$ cat src/rtl/uhl_pkg.sv
package uhl_pkg;
  typedef enum logic [2:0] {
    SEG_K_UNMAP     = 3'd0,
    SEG_K_MAP       = 3'd1,
    SEG_SK_MAP      = 3'd2,
    SEG_USK_MAP     = 3'd3,
    SEG_U_MAP_K_RAW = 3'd4,
    SEG_ALL_UNMAP   = 3'd5,
    SEG_RSV6        = 3'd6,
    SEG_RSV7        = 3'd7
  } seg_mode_e;

  typedef struct packed {
    logic ri;
    logic cpu;
    logic ade;
    logic span;
  } exc_t;

  function automatic logic seg_allowed(logic [2:0] code);
    seg_mode_e m;
    m = seg_mode_e'(code);
    return (m == SEG_USK_MAP) || (m == SEG_U_MAP_K_RAW) || (m == SEG_ALL_UNMAP);
  endfunction
endpackage

$ cat src/rtl/uhl_addr_gen.sv
module uhl_addr_gen #(
  parameter int XLEN   = 64,
  parameter int OFF_W  = 9,
  parameter int BIDX_W = 3
) (
  input  logic [XLEN-1:0]   base_i,
  input  logic [OFF_W-1:0]  offset_i,
  input  logic              big_endian_i,
  output logic [XLEN-1:0]   ea_o,
  output logic [BIDX_W-1:0] lane_o,
  output logic              odd_o,
  output logic              straddle_o
);
  localparam logic [BIDX_W-1:0] LAST_LANE = '1;

  logic [XLEN-1:0] off_sx;

  assign off_sx     = {{(XLEN-OFF_W){offset_i[OFF_W-1]}}, offset_i};
  assign ea_o       = base_i + off_sx;
  // big-endian flips the top index bit
  assign lane_o     = ea_o[BIDX_W-1:0] ^ {big_endian_i, {(BIDX_W-1){1'b0}}};
  assign odd_o      = ea_o[0];
  assign straddle_o = (lane_o == LAST_LANE);
endmodule

$ cat src/rtl/uhl_perm_check.sv
module uhl_perm_check
  import uhl_pkg::*;
#(
  parameter bit STRICT_ALIGN = 1'b1
) (
  input  logic       issue_i,
  input  logic       feat_en_i,
  input  logic       cop0_en_i,
  input  logic [2:0] seg_mode_i,
  input  logic       odd_i,
  input  logic       straddle_i,
  output exc_t       exc_o
);
  logic align_bad;

  generate
    if (STRICT_ALIGN) begin : g_strict
      assign align_bad = odd_i;
    end else begin : g_tolerant
      assign align_bad = straddle_i;
    end
  endgenerate

  always_comb begin
    exc_o = '0;
    if (issue_i) begin
      if (!feat_en_i)                                  exc_o.ri  = 1'b1;
      else if (!cop0_en_i || !seg_allowed(seg_mode_i)) exc_o.cpu = 1'b1;
      else if (align_bad) begin
        if (STRICT_ALIGN) exc_o.ade  = 1'b1;
        else              exc_o.span = 1'b1;
      end
    end
  end
endmodule

$ cat src/rtl/uhl_lane_sel.sv
module uhl_lane_sel #(
  parameter int DW     = 64,
  parameter int BIDX_W = 3
) (
  input  logic [DW-1:0]     dw_i,
  input  logic [BIDX_W-1:0] lane_i,
  output logic [15:0]       hw_o
);
  localparam int NBYTES = DW / 8;

  logic [15:0] cand [NBYTES];

  generate
    for (genvar k = 0; k < NBYTES; k++) begin : g_lane
      if (k < NBYTES - 1) begin : g_full
        assign cand[k] = dw_i[8*k +: 16];
      end else begin : g_edge
        // never selected for a clean load
        assign cand[k] = {8'h00, dw_i[8*k +: 8]};
      end
    end
  endgenerate

  assign hw_o = cand[lane_i];
endmodule

$ cat src/rtl/uhw_load_unit.sv
module uhw_load_unit
  import uhl_pkg::*;
#(
  parameter int XLEN         = 64,
  parameter int PA_W         = 40,
  parameter bit STRICT_ALIGN = 1'b1
) (
  input  logic            clk_i,
  input  logic            rst_ni,
  input  logic            issue_i,
  input  logic [XLEN-1:0] base_i,
  input  logic [8:0]      offset_i,
  input  logic            big_endian_i,
  input  logic            rev_endian_i,
  input  logic [2:0]      seg_mode_i,
  input  logic            cop0_en_i,
  input  logic            feat_en_i,
  output logic [XLEN-1:0] ea_o,
  output logic            exc_ri_o,
  output logic            exc_cpu_o,
  output logic            exc_ade_o,
  output logic            exc_span_o,
  input  logic [PA_W-1:0] paddr_i,
  output logic [PA_W-1:0] mem_paddr_o,
  input  logic            resp_valid_i,
  input  logic [63:0]     resp_data_i,
  output logic            data_valid_o,
  output logic [XLEN-1:0] data_o
);
  localparam int DW     = 64;
  localparam int OFF_W  = 9;
  localparam int BIDX_W = $clog2(DW / 8);

  logic [BIDX_W-1:0] lane_now, lane_q;
  logic              odd, straddle, pend_q;
  logic [15:0]       hw;
  exc_t              exc;

  uhl_addr_gen #(.XLEN(XLEN), .OFF_W(OFF_W), .BIDX_W(BIDX_W)) i_addr (
    .base_i(base_i), .offset_i(offset_i), .big_endian_i(big_endian_i),
    .ea_o(ea_o), .lane_o(lane_now), .odd_o(odd), .straddle_o(straddle)
  );

  uhl_perm_check #(.STRICT_ALIGN(STRICT_ALIGN)) i_perm (
    .issue_i(issue_i), .feat_en_i(feat_en_i), .cop0_en_i(cop0_en_i),
    .seg_mode_i(seg_mode_i), .odd_i(odd), .straddle_i(straddle), .exc_o(exc)
  );

  uhl_lane_sel #(.DW(DW), .BIDX_W(BIDX_W)) i_lane (
    .dw_i(resp_data_i), .lane_i(lane_q), .hw_o(hw)
  );

  assign exc_ri_o   = exc.ri;
  assign exc_cpu_o  = exc.cpu;
  assign exc_ade_o  = exc.ade;
  assign exc_span_o = exc.span;

  assign mem_paddr_o = {paddr_i[PA_W-1:BIDX_W],
                        paddr_i[BIDX_W-1:0] ^ {rev_endian_i, {(BIDX_W-1){1'b0}}}};

  // a new issue replaces pending state; the response in the same cycle uses lane_q
  always_ff @(posedge clk_i or negedge rst_ni) begin
    if (!rst_ni) begin
      pend_q <= 1'b0;
      lane_q <= '0;
    end else if (issue_i) begin
      pend_q <= (exc == '0);
      lane_q <= lane_now;
    end else if (resp_valid_i) begin
      pend_q <= 1'b0;
    end
  end

  always_ff @(posedge clk_i or negedge rst_ni) begin
    if (!rst_ni) begin
      data_valid_o <= 1'b0;
      data_o       <= '0;
    end else begin
      data_valid_o <= resp_valid_i && pend_q;
      if (resp_valid_i && pend_q) data_o <= {{(XLEN-16){1'b0}}, hw};
    end
  end
endmodule

$ cat config.mk
export PLATFORM = sky130hd
export DESIGN_NAME = uhw_load_unit
export DESIGN_NICKNAME = d
export VERILOG_FILES = /design/src/rtl/uhl_pkg.sv /design/src/rtl/uhl_addr_gen.sv /design/src/rtl/uhl_perm_check.sv /design/src/rtl/uhl_lane_sel.sv /design/src/rtl/uhw_load_unit.sv
export SDC_FILE = /design/constraint.sdc
export NUM_CORES = 1
export LEC_CHECK = 0
export CORE_AREA = 2 2 141 143
export CTS_BUF_LIST = sky130_fd_sc_hd__clkbuf_4 sky130_fd_sc_hd__clkbuf_8
export DETAILED_ROUTE_END_ITERATION = 6
export DIE_AREA = 0 0 143 145
export PLACE_DENSITY_LB_ADDON = 0.15
export SLEW_MARGIN = 20
export SYNTH_ARGS = -nofsm -noshare
export SYNTH_HDL_FRONTEND = slang
export SYNTH_SLANG_ARGS = --single-unit
$ cat constraint.sdc
create_clock -name clk_i -period 10.2 [get_ports clk_i]
set_input_delay 1.53 -clock clk_i [delete_from_list [all_inputs] [get_ports clk_i]]
set_output_delay 1.53 -clock clk_i [all_outputs]
set_load 0.01 [all_outputs]
---- Word level (Yosys, flattened, before mapping) ----
Index checks and enable logic that the tools add are counted.
operators by class
  add/sub/neg operators ................... 1
  order comparisons ....................... 1
  equality and inequality tests ........... 3
  mux-type cells .......................... 11
  bitwise logic cells ..................... 3
  reductions and logical operators ........ 8
operators with widths
  kind                count
  $add 64x64->64      1
  $bmux 16 s3         1
  $mux 16             2
  $eq 3x3->1 const B  2
  $xor 3x3->3         2
  $ge 4x4->1 const B  1
  $logic_not 4->1     1
  $mux 1              4
  $mux 2              2
  $mux 4              1
  $not 3->4           1
  $eq 3x2->1 const B  1
  $logic_or 1x1->1    3
  $mux 3              1
  $logic_not 1->1     2
  $reduce_bool 2->1   1
  $logic_and 1x1->1   1
storage, ports and cells
  flip-flop bits (word level) ............. 21
  bits of input ports ..................... 188
  output and inout port bits .............. 173
  word-level logic and storage cells ...... 31

---- Depth between registers and ports, before layout ----
Gate-level depths: netlist of the first run.
  depth in word-level cells ............... 10
  mapped depth ............................ 12
  gate-level depth less buffers ........... 12

---- Modules after synthesis ----
From an unflattened synthesis of the first run, not the netlist that was laid out.
second synthesis, totals
  cells, all modules ...................... 798
  area total of the unflattened synthesis .. 6383.6 um^2
modules (own cells, without submodules)
  module          instances  cells each  area an instance (um^2)  seq. area each (um^2)
  uhl_addr_gen    1          567         3849.9                   0.0
  uhw_load_unit   1          135         1490.2                   525.5
  uhl_lane_sel    1          88          991.0                    0.0
  uhl_perm_check  1          8           52.6                     0.0

---- Worst setup path after synthesis of the first run ----
Ideal clock, no wire load.
  path type ............................... input to output
  start point ............................. input base_i[0]
  end point ............................... output ea_o[52]
  arrival time ............................ 4157 ps
  required time ........................... 8670 ps
  path slack .............................. 4513 ps
  stages on the path ...................... 12
  buffers on the path ..................... 0
  path through ............................ ha_1 -> fa_1 -> a21o_1 -> a221oi_2 -> nor3_1 -> nor4_4 -> nand2_1 -> a21oi_1 -> o21ai_0 -> a221oi_1 -> o21ai_0 -> xor2_1
between the ends
  word-level cells in the longest chain between the ends .. 1
ends and longest elaborated chain
  what             RTL line             text
  start, declared  uhw_load_unit.sv:11  input logic [XLEN-1:0] base_i,
  $add 64x64->64   uhl_addr_gen.sv:19   assign ea_o = base_i + off_sx;
  end, declared    uhw_load_unit.sv:18  output logic [XLEN-1:0] ea_o,
No other way between the ends.

---- Worst setup path after layout of the first run ----
  start point ............................. input offset_i[8]
  end point ............................... output ea_o[52]
between the ends
  word-level cells in the longest chain between the ends .. 1
ends and longest elaborated chain
  what             RTL line             text
  start, declared  uhw_load_unit.sv:12  input logic [8:0] offset_i,
  $add 64x64->64   uhl_addr_gen.sv:19
No other way between the ends.

==> results of run 1 <==
worst min-delay path: stages, from the launching register on:
cell	delay, ns
dfrtp_1	0.35
nand2_1	0.04
o21ai_0	0.06
path summary, 6_finish.rpt:
path	startpoint	endpoint	slack, ns	cells after the start
max	offset_i[8]	ea_o[52]	2.94	13
min	data_o[7]	data_o[7]	0.48	2
max reg2reg	lane_q[1]	data_o[8]	8.13	6
min reg2reg	data_o[7]	data_o[7]	0.48	2
max in group asynchronous	rst_ni	lane_q[1]	8.61	1
min in group asynchronous	rst_ni	data_o[5]	1.22	1
power groups by stage:
stage / Sequential (mW) / Clock, mW / Combinational, mW
after global routing: 0.137 / 0.0660 / 0.710
after global placement: 0.134 / 0 / 0.660
after CTS: 0.133 / 0.0640 / 0.661
after detailed placement: 0.135 / 0 / 0.657
final: 0.132 / 0.0607 / 0.656
after floorplan: 0.135 / 0 / 0.379
metal layers:
metal / vias to the layer above / wire (µm)
met1: 2705 / 8610
li1: 3023 / -
met5: - / 0
met3: 31 / 1230
met2: 226 / 9660
met4: 0 / 391
cell type report:
class,instances,area (µm²)
multi-input cells,661,4670
clock buffers,4,48.8
diodes,1,2.50
inverters,16,60.1
fillers,2006,11200
flip-flops and latches,21,527
repair buffers,236,2340
well taps,265,332
cells in the final DEF, fill, tap and decap left out, types with 4 or more instances in the layout:
master and n:
a21o_1 34, a21oi_1 74, a221oi_1 5, a31oi_1 9
clkdlybuf4s50_1 231, conb_1 49, dfrtp_1 20, ha_1 63
inv_1 16, mux2i_1 49, mux4_2 8, nand2_1 75
nand3_1 14, nand4_1 22, nor2_1 32, nor2b_1 4
nor3_1 12, o211ai_1 15, o21ai_0 59, o21bai_1 22
xnor2_1 41, xor2_1 24
state kept, by name, summed over array words and instances, names as in the netlist:
register,flops
data_valid_o,1
pend_q,1
lane_q,3
data_o,16
cells by family (layout without fill, tap and decap cells):
logic type | Yosys count | in the layout | synth area share [%]
AOI/OAI and AO/OA | 241 | 241 | 25.9
and+or+nand+nor | 182 | 182 | 14.7
buffers and inverters | 148 | 256 | 15.3
xor gates and xnor gates | 65 | 65 | 9.63
adders and majority gates | 64 | 64 | 13.7
muxes | 60 | 60 | 11.9
DFF | 21 | 21 | 8.89
other | 1 | 50 | 0.0634
==> run_results.csv, run 1 <==
group,metric,value,unit
logic_synthesis,synth-async-reset-ratio,100,%
timing,skew,0.00105,ns
power_and_ir_drop,internal-power,0.484,mW
routing,vias,5985,
power_and_ir_drop,switching_share,43.0,%
timing,finalMaxSlewViolations,0,
cells_and_area,drive_gt1_share,3.62,%
timing,max_slew_margin,35.4,%
placement,portBuffers,233,
power_and_ir_drop,power,0.849,mW
logic_synthesis,yosysMostFrequentCell,"buf_4",
logic_synthesis,synth.top_cell.area_share,13.3,%
routing,ant_nets,0,
cells_and_area,final_area,7980,µm²
logic_synthesis,syn_avg_cell_area,7.56,µm²
logic_synthesis,synth_flop_cell,"dfrtp_1",
die,die_h,145,µm
critical_path,worstPathMaxFanout,38,
cts,tritoncts,"yes",
timing,hold_slack,0.483,ns
critical_path,path_class,"input pin to primary output",
cts,cts-resized-gates,0,
logic_synthesis,synth_top_cells_by_area,"ha_1 13%, buf_4 11%, dfrtp_1 8.9%, mux2i_1 8.3%, a21oi_1 6.3%",
global_routing,grt_max_degree,42,
timing,hold_violations,0,
global_routing,grt_pass1_vias,5959,
timing,rsz0062_at_grt,"false",
placement,hpwl,16800,µm
power_and_ir_drop,p_sw,0.365,mW
logic_synthesis,syn_area,5910,µm²
cts,clockRootBuffer,"clkbuf_8",
routing,avgViaCountPerCell,4.97,
cells_and_area,fin_cells,1204,
critical_path,crit_chain,"buf_2 -> buf_4 -> ha_1 -> a21oi_1 -> a21boi_0 -> nor4_4 -> nand2_1 -> a21oi_1 -> o21ai_0 -> a221oi_1 -> o21ai_0 -> xor2_1 -> clkdlybuf4s50_1",
global_routing,top_usage_layer,"met2",
cts,cts_hold_buf,0,
cells_and_area,finalNetCount,1191,
die,initial_core_util,30.8,%
die,core_area,19200,µm²
cts,insertion_delay,0.27,ns
global_routing,grt_overflow,0,
critical_path,critPathTopFamily,"buffers and inverters",
logic_synthesis,synth_edf_count,0,
critical_path,worst-path-buf-inv,3,
min_path,hp-class,"flip-flop to flip-flop",
die,dieWidth,143,µm
timing,worst_pin_slew,0.967,ns
cts,cts_post_setup_buffers_inserted,0,
cts,clockBufferDepth,2,
power_and_ir_drop,vdd_drop_max,49.5,µV
logic_synthesis,synth_warnings,0,
logic_synthesis,synthTopCellsByCount,"90 x buf_4, 75 x nand2_1, 74 x a21oi_1, 63 x ha_1, 59 x o21ai_0",
global_routing,grtUsageMet1,22.6,%
logic_synthesis,synthCells,782,
power_and_ir_drop,p_per_area,106,nW/µm²
routing,first_pass_iters,4,
outcome,status,"completed",
die,rows,51,
routing,wl,19900,µm
power_and_ir_drop,clockPowerShare,7.1,%
power_and_ir_drop,pwr-share-seq,15.6,%
timing,tns,0,ns
placement,placed_cell_area,7930,µm²
global_routing,use_met3,2.57,%
cells_and_area,fin_util,41.5,%
critical_path,critPathMaxStageDelay,0.64,ns
logic_synthesis,seq_area_frac_synth,8.89,%
timing,finalCriticalPeriod,7.26,ns
power_and_ir_drop,share_comb_of_total_power,77.3,%
routing,drc_errors,0,
critical_path,cpMaxStageDelayCell,"buf_2",
cts,cts_max_level,1,
routing,routedWlPerCell,16.5,µm
cts,cts.sinks,21,
critical_path,cp.arrival,5.73,ns
critical_path,critPathRequiredTime,8.67,ns
placement,place_inst,1199,
timing,setup_viol,0,
timing,post-route-period-util,71.1,%
critical_path,cp-end-kind,"primary output",
global_routing,grt_usage,17.9,%
logic_synthesis,synth_area_leader_cell,"ha_1",
cts,cts_made_buffers,3,
routing,drt_iter0_drc,188,
cells_and_area,area_growth,35.0,%
placement,place_ws,2.94,ns
timing,max_freq,138,MHz
flow_run,cap_violations,0,
critical_path,start_kind,"input pin",
logic_synthesis,ys_ff_latch,21,
global_routing,antenna_found_initial,1,
die,io_pins,361,
global_routing,grt_pass1_wl,30400,µm
timing,setup_slack,2.94,ns
global_routing,grt_use_met2,31.5,%
logic_synthesis,synth_cell_types,58,
die,dieArea,20700,µm²
cts,cts.clk_slew.worst_paths,0.08,ns
power_and_ir_drop,p_leak,3.44,nW
placement,place_congestion,0.884,
Note: power is estimated with default switching activity, not from simulation.
==> run 2, diff against run 1 <==
Settings changed: CORE_AREA 2 2 141 143 to default, CORE_ASPECT_RATIO from default to 0.7, CORE_MARGIN from default to 2, CORE_UTILIZATION from default to 35, DIE_AREA 0 0 143 145 to default.
Clock period 10.2 ns to 6 ns, I/O delays scaled along.
==> run_results.csv, run 2 (synthesized netlist as in run 1, its figures left out) <==
group,metric,value,unit
outcome,status,"completed",
power_and_ir_drop,p_leak,3.45,nW
power_and_ir_drop,p_sw,0.620,mW
die,rows,39,
critical_path,start_kind,"input pin",
routing,drc_errors,0,
timing,finalMaxSlewViolations,0,
timing,worst_pin_slew,0.930,ns
cells_and_area,drive_gt1_share,3.83,%
routing,first_pass_iters,5,
placement,hpwl,16400,µm
cells_and_area,largest_register,"data_o",
power_and_ir_drop,pwr-share-seq,17.3,%
placement,place_inst,1161,
critical_path,cp.arrival,4.75,ns
cts,cts.clk_slew.worst_paths,0.08,ns
critical_path,cp-end-kind,"primary output",
timing,post-route-period-util,94.1,%
cts,cts_made_buffers,3,
timing,max_freq,177,MHz
cells_and_area,finalNetCount,1193,
critical_path,critPathRequiredTime,5.10,ns
global_routing,grt_overflow,0,
global_routing,antenna_found_initial,0,
critical_path,worstPathMaxFanout,3,
placement,place_congestion,0.824,
global_routing,grt_usage,20.8,%
die,initial_core_util,36.0,%
global_routing,grt_pass1_vias,5631,
power_and_ir_drop,p_per_area,181,nW/µm²
cells_and_area,area_growth,34.5,%
power_and_ir_drop,vdd_drop_max,96.2,µV
cells_and_area,layout_common_cells,"231 x clkdlybuf4s50_1, 75 x nand2_1, 74 x a21oi_1, 63 x ha_1, 59 x o21ai_0",
min_path,hp-class,"flip-flop to flip-flop",
routing,drt_iter0_drc,286,
cells_and_area,top_regs,"data_o (16), lane_q (3)",
cts,cts-resized-gates,0,
die,core_area,16400,µm²
cells_and_area,num-fill-cells,1666,
timing,setup_viol,0,
timing,hold_slack,0.481,ns
cells_and_area,final_area,7960,µm²
timing,rsz0062_at_grt,"false",
die,io_pins,361,
cells_and_area,largest_reg_flops,16,
global_routing,grt_pass1_wl,30400,µm
cts,clockRootBuffer,"clkbuf_8",
power_and_ir_drop,switching_share,43.1,%
timing,tns,0,ns
cells_and_area,antenna_cells,0,
routing,ant_nets,0,
power_and_ir_drop,share_comb_of_total_power,75.9,%
cts,cts.sinks,21,
die,dieArea,18000,µm²
timing,max_slew_margin,37.8,%
timing,finalCriticalPeriod,5.65,ns
cts,insertion_delay,0.27,ns
cells_and_area,seq_area,529,µm²
cells_and_area,final_common_cell,"clkdlybuf4s50_1",
routing,wl,19200,µm
routing,vias,5978,
placement,portBuffers,233,
cts,tritoncts,"yes",
timing,skew,0.00244,ns
die,dieWidth,159,µm
power_and_ir_drop,clockPowerShare,6.8,%
cts,cts_max_level,1,
critical_path,path_class,"input pin to primary output",
timing,hold_violations,0,
die,die_h,113,µm
flow_run,cap_violations,0,
global_routing,grt_max_degree,57,
cells_and_area,fin_cells,1165,
cts,cts_post_setup_buffers_inserted,0,
power_and_ir_drop,internal-power,0.819,mW
cts,cts_hold_buf,0,
cells_and_area,multi_input_comb_area,4670,µm²
cts,clockBufferDepth,2,
placement,placed_cell_area,7910,µm²
routing,routedWlPerCell,16.5,µm
routing,avgViaCountPerCell,5.13,
-- run 2: changes by cell type in the layout (fill, tap and decap cells not counted) --
cell / change
dfrtp_2: -1
buf_12: +1
buf_4: +1
clkbuf_4: -1
diode_2: -1
dfrtp_4: +1
clkinv_2: +1
-- run 2: critical path, cell delays in order --
cell and delay [ns]:
clkdlybuf4s50_1 0.47, ha_1 0.18, fa_1 0.23, a21o_1 0.16
a221oi_2 0.07, buf_4 0.15, or4_4 0.50, a2111oi_4 0.41
o211ai_2 0.15, a21oi_2 0.28, nor2_2 0.11, o41ai_2 0.37
xor2_1 0.19, clkdlybuf4s50_1 0.56
-- run 2: path summary, 6_finish.rpt --
check | from | end | slack [ns] | cells after the start
min in group asynchronous | rst_ni | data_o[6] | 0.58 | 1
setup / recovery | offset_i[0] | ea_o[54] | 0.35 | 14
setup reg to reg | lane_q[1] | data_o[8] | 4.01 | 5
hold reg to reg | data_o[1] | data_o[1] | 0.48 | 2
max in group asynchronous | rst_ni | lane_q[1] | 5.04 | 1
hold / removal | data_o[1] | data_o[1] | 0.48 | 2
-- run 2: metal layers --
| layer | wire, µm | GRT usage (%) |
|---|---|---|
| met5 | 0 | 0 |
| met1 | 9260 | 29.6 |
| met2 | 8620 | 33.3 |
| met3 | 1050 | 3.70 |
| met4 | 298 | 3.58 |
-- run 2: power groups by stage --
| stage | clock network [mW] | logic (mW) | registers, mW |
|---|---|---|---|
| 2_1_floorplan | 0 | 0.645 | 0.229 |
| 3_3_place_gp | 0 | 1.10 | 0.250 |
| 3_5_place_dp | 0 | 1.09 | 0.252 |
| 4_1_cts | 0.104 | 1.10 | 0.249 |
| 5_1_grt | 0.106 | 1.18 | 0.259 |
| 6_report | 0.0973 | 1.09 | 0.250 |
-- run 2: through the flow --
stage | power, mW | utilization (%) | setup WS, ns
global route | 1.55 | 48.4 | 0.129
global placement | 1.35 | 48.1 | 0.410
CTS | 1.45 | 48.4 | 0.391
detailed placement | 1.35 | 48.1 | 0.388
floorplan | 0.874 | - | 1.57
finish | 1.44 | 48.4 | 0.355
-- run 2: cell type report --
| cell class | count | area share [%] |
|---|---|---|
| inverters | 16 | 0.755 |
| well taps | 225 | 3.54 |
| repair buffers | 238 | 29.8 |
| clock inverters | 1 | 0.0629 |
| clock buffers | 3 | 0.519 |
| multi-input cells | 661 | 58.7 |
| flip-flops and latches | 21 | 6.65 |
